**config.mk**
```make
export PLATFORM = sky130hd
export DESIGN_NAME = xps_pin_cond
export DESIGN_NICKNAME = d
export VERILOG_FILES = /design/src/rtl/xps_pkg.sv /design/src/rtl/xps_sync.sv /design/src/rtl/xps_sampler.sv /design/src/rtl/xps_flag.sv /design/src/rtl/xps_service.sv /design/src/rtl/xps_pin_cond.sv
export SDC_FILE = /design/constraint.sdc
export NUM_CORES = 1
export LEC_CHECK = 0
export CORE_AREA = 2 2 39 41
export CTS_CLUSTER_DIAMETER = 100
export DETAILED_ROUTE_END_ITERATION = 7
export DIE_AREA = 0 0 41 43
export DONT_BUFFER_PORTS = 1
export SYNTH_ARGS = -nofsm -noshare
export SYNTH_HDL_FRONTEND = slang
export SYNTH_SLANG_ARGS = --single-unit
```
**constraint.sdc**
```tcl
create_clock -name clk -period 1.14 [get_ports clk]
set_input_delay 0 -clock clk [delete_from_list [all_inputs] [get_ports clk]]
set_output_delay 0 -clock clk [all_outputs]
set_load 0.005 [all_outputs]
```
**src/rtl/xps_pkg.sv**
```systemverilog
package xps_pkg;
   typedef enum logic {
      XPS_LEVEL = 1'b0,
      XPS_FALL  = 1'b1
   } xps_trig_e;

   localparam logic XPS_PIN_IDLE = 1'b1;
endpackage

```
**src/rtl/xps_sync.sv**
```systemverilog
module xps_sync #(
   parameter int unsigned STAGES  = 2,
   parameter logic        RST_VAL = 1'b1
) (
   input  logic clk,
   input  logic rst_n,
   input  logic d,
   output logic q
);
   localparam int unsigned LAST = STAGES - 1;

   generate
      if (STAGES < 2) begin : g_bad_depth
         $error("xps_sync: STAGES must be at least 2");
      end
   endgenerate

   logic [LAST:0] chain;

   generate
      for (genvar i = 0; i <= LAST; i++) begin : g_stage
         if (i == 0) begin : g_first
            always_ff @(posedge clk or negedge rst_n) begin
               if (!rst_n) chain[i] <= RST_VAL;
               else        chain[i] <= d;
            end
         end else begin : g_next
            always_ff @(posedge clk or negedge rst_n) begin
               if (!rst_n) chain[i] <= RST_VAL;
               else        chain[i] <= chain[i-1];
            end
         end
      end
   endgenerate

   assign q = chain[LAST];
endmodule

```
**src/rtl/xps_sampler.sv**
```systemverilog
module xps_sampler #(
   parameter logic IDLE = 1'b1
) (
   input  logic clk,
   input  logic rst_n,
   input  logic pin_s,
   input  logic mc_en,
   output logic samp_q,
   output logic fall_evt,
   output logic level_act
);
   always_ff @(posedge clk or negedge rst_n) begin
      if (!rst_n)     samp_q <= IDLE;
      else if (mc_en) samp_q <= pin_s;
   end

   // previous sample idle-high, new sample low, taken on a strobe
   assign fall_evt  = mc_en & (samp_q == IDLE) & (pin_s != IDLE);
   assign level_act = (samp_q != IDLE);
endmodule

```
**src/rtl/xps_flag.sv**
```systemverilog
module xps_flag
   import xps_pkg::*;
(
   input  logic      clk,
   input  logic      rst_n,
   input  xps_trig_e mode,
   input  logic      fall_evt,
   input  logic      reti,
   input  logic      wr,
   input  logic      wdata,
   output logic      flag
);
   always_ff @(posedge clk or negedge rst_n) begin
      if (!rst_n)                                     flag <= 1'b0;
      else if (wr)                                    flag <= wdata;
      else if (reti)                                  flag <= 1'b0;
      else if (mode == XPS_FALL && fall_evt && !flag) flag <= 1'b1;
   end
endmodule

```
**src/rtl/xps_service.sv**
```systemverilog
module xps_service (
   input  logic clk,
   input  logic rst_n,
   input  logic ack,
   input  logic reti,
   output logic busy
);
   always_ff @(posedge clk or negedge rst_n) begin
      if (!rst_n)    busy <= 1'b0;
      else if (reti) busy <= 1'b0;
      else if (ack)  busy <= 1'b1;
   end
endmodule

```
**src/rtl/xps_pin_cond.sv**
```systemverilog
module xps_pin_cond
   import xps_pkg::*;
#(
   parameter int unsigned SYNC_STAGES = 2
) (
   input  logic clk,
   input  logic rst_n,
   input  logic pin_n,
   input  logic mc_en,
   input  logic edge_mode,
   input  logic ack,
   input  logic reti,
   input  logic flag_wr,
   input  logic flag_wdata,
   output logic irq_req,
   output logic flag
);
   logic      pin_sync;
   logic      samp_q;
   logic      fall_evt;
   logic      level_act;
   logic      in_service;
   xps_trig_e mode;

   assign mode = xps_trig_e'(edge_mode);

   xps_sync #(.STAGES(SYNC_STAGES), .RST_VAL(XPS_PIN_IDLE)) u_sync (
      .clk(clk), .rst_n(rst_n), .d(pin_n), .q(pin_sync)
   );

   xps_sampler #(.IDLE(XPS_PIN_IDLE)) u_samp (
      .clk(clk), .rst_n(rst_n), .pin_s(pin_sync), .mc_en(mc_en),
      .samp_q(samp_q), .fall_evt(fall_evt), .level_act(level_act)
   );

   xps_flag u_flag (
      .clk(clk), .rst_n(rst_n), .mode(mode), .fall_evt(fall_evt),
      .reti(reti), .wr(flag_wr), .wdata(flag_wdata), .flag(flag)
   );

   xps_service u_svc (
      .clk(clk), .rst_n(rst_n), .ack(ack), .reti(reti), .busy(in_service)
   );

   always_comb begin
      irq_req = 1'b0;
      if (!in_service) begin
         if (mode == XPS_FALL) irq_req = flag;
         else                  irq_req = level_act;
      end
   end
endmodule

```
==> metrics, run 1 <==
setup violators final=0; ANT nets after route=0; Clock Skews=0.00263 ns; Gate Count Post-Synth=16; Final Max Slew Viols=0; RSZ-0062 raised after global routing=false; CTS Buffer Depth=2; register area share after synthesis=0.665; core footprint=approximately 1400 µm²; H-tree levels=1; worst slew pin tran=0.266 ns; Max rail drop VDD=0.000659 V; initial antenna violation count=0; CP endpoint kind=flop; Synthesis Warnings=0; total gr overflow=0; Psw=~0.00009 W; row count=14; I/O Buffers=0; initial DRC count=2; CTS tree=yes; Yosys top cell by area=dfstp_2; area delta synth->final=65.2%; Post-Route Utilization=0.231; Post-synth EDFFs=0; setup tns final=0 ns; Avg WL per Cell=about 8.3 µm; CP arrival=approximately 1.1 ns; diode count=0; commonest cells in the netlist=3 x dfstp_2, 3 x nor2_1, 2 x dfrtp_1; Total Routing Usage GR=0.0566; Pleak=about 0.13 nW; flops & latches, synth=5; vias per cell=3.66; Mapped Avg Cell Area=between 10 and 15 µm²; Total Nets Final=38; sequential group share of total power=0.459; wire length of the first global-routing pass=between 600 and 700 µm; Synth area leaders=dfstp_2 41%, dfrtp_1 26%, mux2_2 5.8%; switch share=0.198; initial core utilization=0.140; post-synth cell types=11; first drt pass iteration count=2; Inserted Clock Buffers=3; # resized after CTS=0; Most used DFF post-synth=dfstp_2; residual DRC count=0; IO Pins=11; Netlist Area Pre-Place=between 150 and 200 µm²; worst hold slack=~0.048 ns; combinational fraction of design power=0.104; Worst Hold Class=in -> async; part of the cycle the worst path needs=0.881; critical path data required time=1.26 ns; area share of the largest cell type after synthesis=0.406; fmax=between 0.9 and 1 GHz; max cap viols=0; Skew-Pair Late Insertion Delay=roughly 0.23 ns; share of cells above drive strength 1=0.250; outcome=finished clean; pre-CTS setup slack=about 0.12 ns; Post-synth ARST share=1.00; Clock Sink Count=5; Routability Congestion=0.585; Root Buffer=clkbuf_4; die area=between 1500 and 2000 µm²; crit path kind=reg -> reg; Slew headroom=0.823; total power=approximately 0.00045 W; fill count=153; Int Power=about 0.00036 W; CTS Hold Buffers Added=8; vias in the first global route=about 180; pin count of the biggest net entering global routing=6; fin worst setup slack=between 0.1 and 0.15 ns; syn_nets=25; Die W=between 40 and 50 µm; CP Launch Type=flop; Die Height=43 µm; final WL=363 µm; Clk pwr share=0.438; Fin. Hold Viols=0; pwr/cell area=1400 nW/µm²; clk slew on worst S/H paths=0.04 ns; CP max FO=3; via count=roughly 160; # Post-CTS Setup Buffers=0; final worst path period need=between 1 and 1.5 ns
## cells in the final DEF (no fill, tap or decap), drive strengths merged
cell	n
dlygate4sd3	8
a221oi	1
nor2	3
clkbuf	4
a21oi	1
inv	1
dfrtp	2
nand2	1
nor2b	1
mux2	1
dfstp	3
or2	1
nand4b	1
## through the flow
step                      instances  area [µm²]
after floorplan                  16         194
after global placement           32         214
after detailed placement         32         214
after CTS                        44         320
after global routing             44         320
final                            44         320
## sequential cells by signal, indices dropped and copies added, names as in the netlist
name           cells
u_flag.flag        1
u_samp.samp_q      1
u_svc.busy         1
u_sync.chain       1
u_sync.q           1
## worst paths after layout
kind                                   end            start  cells after the start  slack [ns]
hold / removal                 u_flag.flag            rst_n                      1        0.05
hold reg to reg                   u_sync.q  u_sync.chain[0]                      0        0.35
max in group asynchronous  u_sync.chain[0]            rst_n                      1        0.84
setup reg to reg               u_flag.flag    u_samp.samp_q                      2        0.14
min in group clk                   irq_req        edge_mode                      2        0.11
setup / recovery               u_flag.flag    u_samp.samp_q                      2        0.14
## metal layers
layer  routed length [µm]  track usage  vias up
li1                     -            -       78
met1                  172       0.0590       76
met2                  162       0.0719        7
met3                   28       0.0471        0
met4                    0       0.0400        0
met5                    0            0        -
## critical path, cell delays in order, from the launching register on
cell      delay [ns]
dfstp_2         0.53
nand4b_1        0.09
a221oi_1        0.27
## power groups by stage
stage / Sequential [W] / Combinational (W) / Clock [W]
detailed placement: 0.000208 / 0.0000210 / 0
CTS: 0.000206 / 0.0000480 / 0.000208
global route: 0.000207 / 0.0000530 / 0.000216
finish: 0.000205 / 0.0000464 / 0.000196
floorplan: 0.000205 / 0.0000180 / 0
global placement: 0.000207 / 0.0000207 / 0
## kinds of logic (layout without fill, tap and decap cells)
logic type             Yosys count  in the layout  synth area share
AO/OA/AOI/OAI                    2              2            0.0710
multiplexers                     1              1            0.0581
buffers and inverters            1             13            0.0193
flip-flops                       5              5             0.665
AND/OR/NAND/NOR                  7              7             0.187
## cell type report
class,instances,area (µm²),share of cell area
tap,16,20.0,0.0625
sequential,5,129,0.402
timing repair buffer,8,80.1,0.250
inverter,1,3.75,0.0117
clock buffer,4,26.3,0.0820
multi-input combinational,10,61.3,0.191
(Power assumes the default switching activity.)
==> run 2: changes to the inputs <==
- SYNTH_HIERARCHICAL: default -> 1
==> metrics, run 2 <==
outcome=finished clean; Post-Route Utilization=0.231; CP Launch Type=flop; Routability Congestion=about 0.58; Pleak=roughly 0.14 nW; commonest cells in the netlist=3 x dfstp_2, 2 x dfrtp_1; Clock Skews=about 0.0022 ns; setup violators final=0; Post-synth EDFFs=0; core footprint=~1400 µm²; max cap viols=0; total gr overflow=0; R2R depth=3; # resized after CTS=0; Synthesis Warnings=6; RSZ-0062 raised after global routing=false; Most used DFF post-synth=dfstp_2; DP Area=roughly 220 µm²; non-filler cells, final=41; Max rail drop VDD=~0.00054 V; CP max FO=2; final WL=just over 400 µm; setup tns final=0 ns; CTS Hold Buffers Added=7; area share of the largest cell type after synthesis=0.389; initial core utilization=0.146; fmax=approximately 0.94 GHz; Avg WL per Cell=9.90 µm; Clock Sink Count=5; via count=approximately 150; post-synth cell types=11; CTS tree=yes; clk slew on worst S/H paths=about 0.04 ns; # Post-CTS Setup Buffers=0; reg2reg setup slack=~0.072 ns; FF-to-FF End=u_flag/flag; Synth area leaders=dfstp_2 39%, dfrtp_1 25%, mux2_4 7.4%; Die W=between 40 and 50 µm; Inserted Clock Buffers=3; CTS Buffer Depth=2; CP arrival=about 1.2 ns; vias in the first global route=roughly 180; commonest cells after routing, fill and taps aside=7 x dlygate4sd3_1, 3 x clkbuf_4, 3 x dfstp_2; vias per cell=between 3 and 4; critical path data required time=1.26 ns; placed cell count=30; Buf/Inv on CP=0; final worst path period need=1.07 ns; Total Routing Usage GR=0.0617; combinational fraction of design power=0.108; Post-synth ARST share=1.00; die area=roughly 1800 µm²; slowest CP cell=dfstp_2; most frequent cell after synthesis=dfstp_2; finished layout cell area=about 320 µm²; Slew headroom=0.841; Skew-Pair Late Insertion Delay=0.24 ns; IO Pins=11; CP endpoint kind=flop; Int Power=around 0.00036 W; crit-path cells=and3b_2 -> a21oi_1 -> o31ai_2; wire length of the first global-routing pass=676 µm; area delta synth->final=57.4%; flops & latches, synth=5; sequential group share of total power=0.453; crit path kind=reg -> reg; Critical Path Start=u_sync/q; hold path start=edge_mode; commonest non-fill, non-tap cell in the layout=dlygate4sd3_1; Psw=0.0000926 W; diode count=0; worst slew pin tran=approximately 0.24 ns; pin count of the biggest net entering global routing=6; register area share after synthesis=0.636; Yosys top cell by area=dfstp_2; family with the most delay on the worst path=flip-flops; Fin. Hold Viols=0; ANT nets after route=0; initial antenna violation count=0; Root Buffer=clkbuf_4; Worst Hold Class=in -> reg; pwr/cell area=roughly 1400 nW/µm²; Total Nets Final=35; CP max stage delay=about 0.52 ns; part of the cycle the worst path needs=0.937; Gate Count Post-Synth=14; share of cells above drive strength 1=0.360; initial DRC count=1; Netlist Area Pre-Place=approximately 200 µm²; worst hold slack=0.0290 ns; row count=14; reg2reg start=u_sync/q; Final Max Slew Viols=0; Hold Crit Endpoint=u_flag/flag; syn_nets=23; Clk pwr share=0.440; residual DRC count=0; H-tree levels=1; Die Height=about 43 µm; hold path depth=2; first drt pass iteration count=2; Mapped Avg Cell Area=around 14 µm²; switch share=0.205; I/O Buffers=0
run 2: power groups by stage:
| stage | logic [W] | clock network, W | registers (W) |
|---|---|---|---|
| final | 0.0000486 | 0.000199 | 0.000205 |
| after global routing | 0.0000546 | 0.000216 | 0.000207 |
| after CTS | 0.0000491 | 0.000211 | 0.000204 |
| after floorplan | 0.0000221 | 0 | 0.000204 |
| after detailed placement | 0.0000245 | 0 | 0.000207 |
| after global placement | 0.0000240 | 0 | 0.000206 |
run 2: worst max path at each step:
stage                  end  slack (ns)  cells past startpoint
3_5_place_dp   u_flag/flag        0.08                      3
5_1_grt        u_flag/flag       0.006                      3
6_report       u_flag/flag        0.07                      3
2_1_floorplan  u_flag/flag        0.13                      3
3_3_place_gp   u_flag/flag        0.09                      3
4_1_cts        u_flag/flag        0.07                      3
run 2: cell families (layout without fill, tap and decap cells):
family | count (synthesis) | count (layout) | share of synthesized area
mux | 2 | 2 | 0.123
flops | 5 | 5 | 0.636
simple gates | 3 | 3 | 0.0864
buf+inv | 1 | 12 | 0.0185
compound gates | 3 | 3 | 0.136
run 2: worst register-to-register path, stage by stage (launching register included):
cell     delay, ns
dfstp_2       0.52
and3b_2       0.19
a21oi_1       0.16
o31ai_2       0.07
run 2: cell type report:
type	count	area (µm²)
Clock buffer	4	26.3
Fill cell	144	1060
Inverter	1	3.75
Multi-Input combinational cell	8	70.1
Sequential cell	5	129
Tap cell	16	20.0
Timing Repair Buffer	7	70.1
run 2: per-stage QoR:
step | setup slack [ns] | power, W
after floorplan | 0.126 | 0.000226
after global placement | 0.0948 | 0.000230
after detailed placement | 0.0800 | 0.000231
after CTS | 0.0728 | 0.000464
after global routing | 0.00561 | 0.000478
final | 0.0715 | 0.000452
run 2: layer usage:
metal  up-vias  wire length, µm  GRT usage
li1         70                -          -
met1        65              174     0.0724
met2        11              154     0.0688
met3         0               78     0.0262
met4         0                0     0.0800
met5         -                0          0
==> run 3: changes to the inputs <==
- CELL_PAD_IN_SITES_DETAIL_PLACEMENT: default -> 1
- CELL_PAD_IN_SITES_GLOBAL_PLACEMENT: default -> 1
- PLACE_DENSITY_LB_ADDON: default -> 0.1
==> metrics, run 3 (synthesized netlist as in run 2, its figures left out) <==
die area=~1800 µm²; # resized after CTS=0; family with the most delay on the worst path=flip-flops; fin worst setup slack=about 0.049 ns; Buf/Inv on CP=0; initial antenna violation count=0; vias in the first global route=~180; Clock Skews=0.00336 ns; diode count=0; Pleak=0.144 nW; Max rail drop VDD=between 0.0006 and 0.0007 V; reg2reg start=u_sync/q; share of cells above drive strength 1=0.360; pwr/cell area=between 1000 and 1500 nW/µm²; Root Buffer=clkbuf_4; critical path data required time=roughly 1.3 ns; residual DRC count=0; CP endpoint kind=flop; CP max stage delay=~0.52 ns; first drt pass iteration count=2; H-tree levels=1; Clock Sink Count=5; Total Routing Usage GR=0.0627; hold path depth=2; clk slew on worst S/H paths=~0.04 ns; Total Nets Final=35; # Post-CTS Setup Buffers=0; Skew-Pair Late Insertion Delay=about 0.24 ns; Die Height=around 43 µm; pin count of the biggest net entering global routing=6; FF-to-FF End=u_flag/flag; fill count=between 150 and 200; Worst Hold Class=in -> reg; RSZ-0062 raised after global routing=false; Post-Route Utilization=0.231; setup tns final=0 ns; commonest non-fill, non-tap cell in the layout=dlygate4sd3_1; Routability Congestion=0.598; Avg WL per Cell=10.3 µm; Die W=just over 40 µm; Fin. Hold Viols=0; CTS tree=yes; Critical Path Start=u_sync/q; Inserted Clock Buffers=3; core footprint=about 1400 µm²; via count=~150; CTS Buffer Depth=2; Slew headroom=0.846; setup violators final=0; part of the cycle the worst path needs=0.957; slowest CP cell=dfstp_2; area delta synth->final=57.4%; crit path kind=reg -> reg; CP arrival=1.21 ns; IO Pins=11; R2R depth=3; Final Max Slew Viols=0; initial core utilization=0.146; wire length of the first global-routing pass=696 µm; CP max FO=2; reg2reg setup slack=between 0.04 and 0.05 ns; crit path to=u_flag/flag; CTS Hold Buffers Added=7; row count=14; final worst path period need=between 1 and 1.5 ns; CP Launch Type=flop; initial DRC count=1; I/O Buffers=0; crit-path cells=and3b_2 -> a21oi_1 -> o31ai_2; worst hold slack=between 0.03 and 0.04 ns; pre-CTS setup slack=0.0470 ns; vias per cell=3.71; ANT nets after route=0; fmax=roughly 0.92 GHz; commonest cells after routing, fill and taps aside=7 x dlygate4sd3_1, 3 x clkbuf_4, 3 x dfstp_2; final WL=approximately 420 µm; outcome=finished clean; total gr overflow=0; worst slew pin tran=between 0.2 and 0.25 ns; Crit. path cell count=3; max cap viols=0
## run 3: cell counts in the layout (fill, tap and decap cells not counted)
No cell type changed its count.
## run 3: power breakdown
group	internal, W	switching [W]
logic	0.0000314	0.0000172
registers	0.000196	0.00000813
clock network	0.000132	0.0000691
total	0.000360	0.0000944
## run 3: metrics by stage
stage,power [W],instances,cell area [µm²]
final,0.000454,41,319
after global routing,0.000492,41,319
after CTS,0.000471,41,319
after detailed placement,0.000232,30,223
after global placement,0.000231,30,223
after floorplan,0.000226,14,203
## run 3: worst min path at each step
stage	startpoint	end
global route	edge_mode	u_flag/flag
global placement	rst_n	u_svc/busy
detailed placement	rst_n	u_svc/busy
finish	edge_mode	u_flag/flag
floorplan	rst_n	u_flag/flag
CTS	edge_mode	u_flag/flag
## run 3: layer usage
layer | track usage | part of all wire
met1 | 0.0625 | 0.42
met2 | 0.0844 | 0.45
met3 | 0.0681 | 0.13
met4 | 0.0200 | 0
met5 | 0 | 0
## run 3: final cells by class
type                            count  area, µm²  area share
Inverter                            1       3.75      0.0118
Clock buffer                        4       26.3      0.0824
Tap cell                           16       20.0      0.0627
Sequential cell                     5        129       0.404
Timing Repair Buffer                7       70.1       0.220
Multi-Input combinational cell      8       70.1       0.220
## run 3: worst reg2reg max path, stage by stage, from the launching register on
cell	delay, ns
dfstp_2	0.52
and3b_2	0.20
a21oi_1	0.19
o31ai_2	0.08
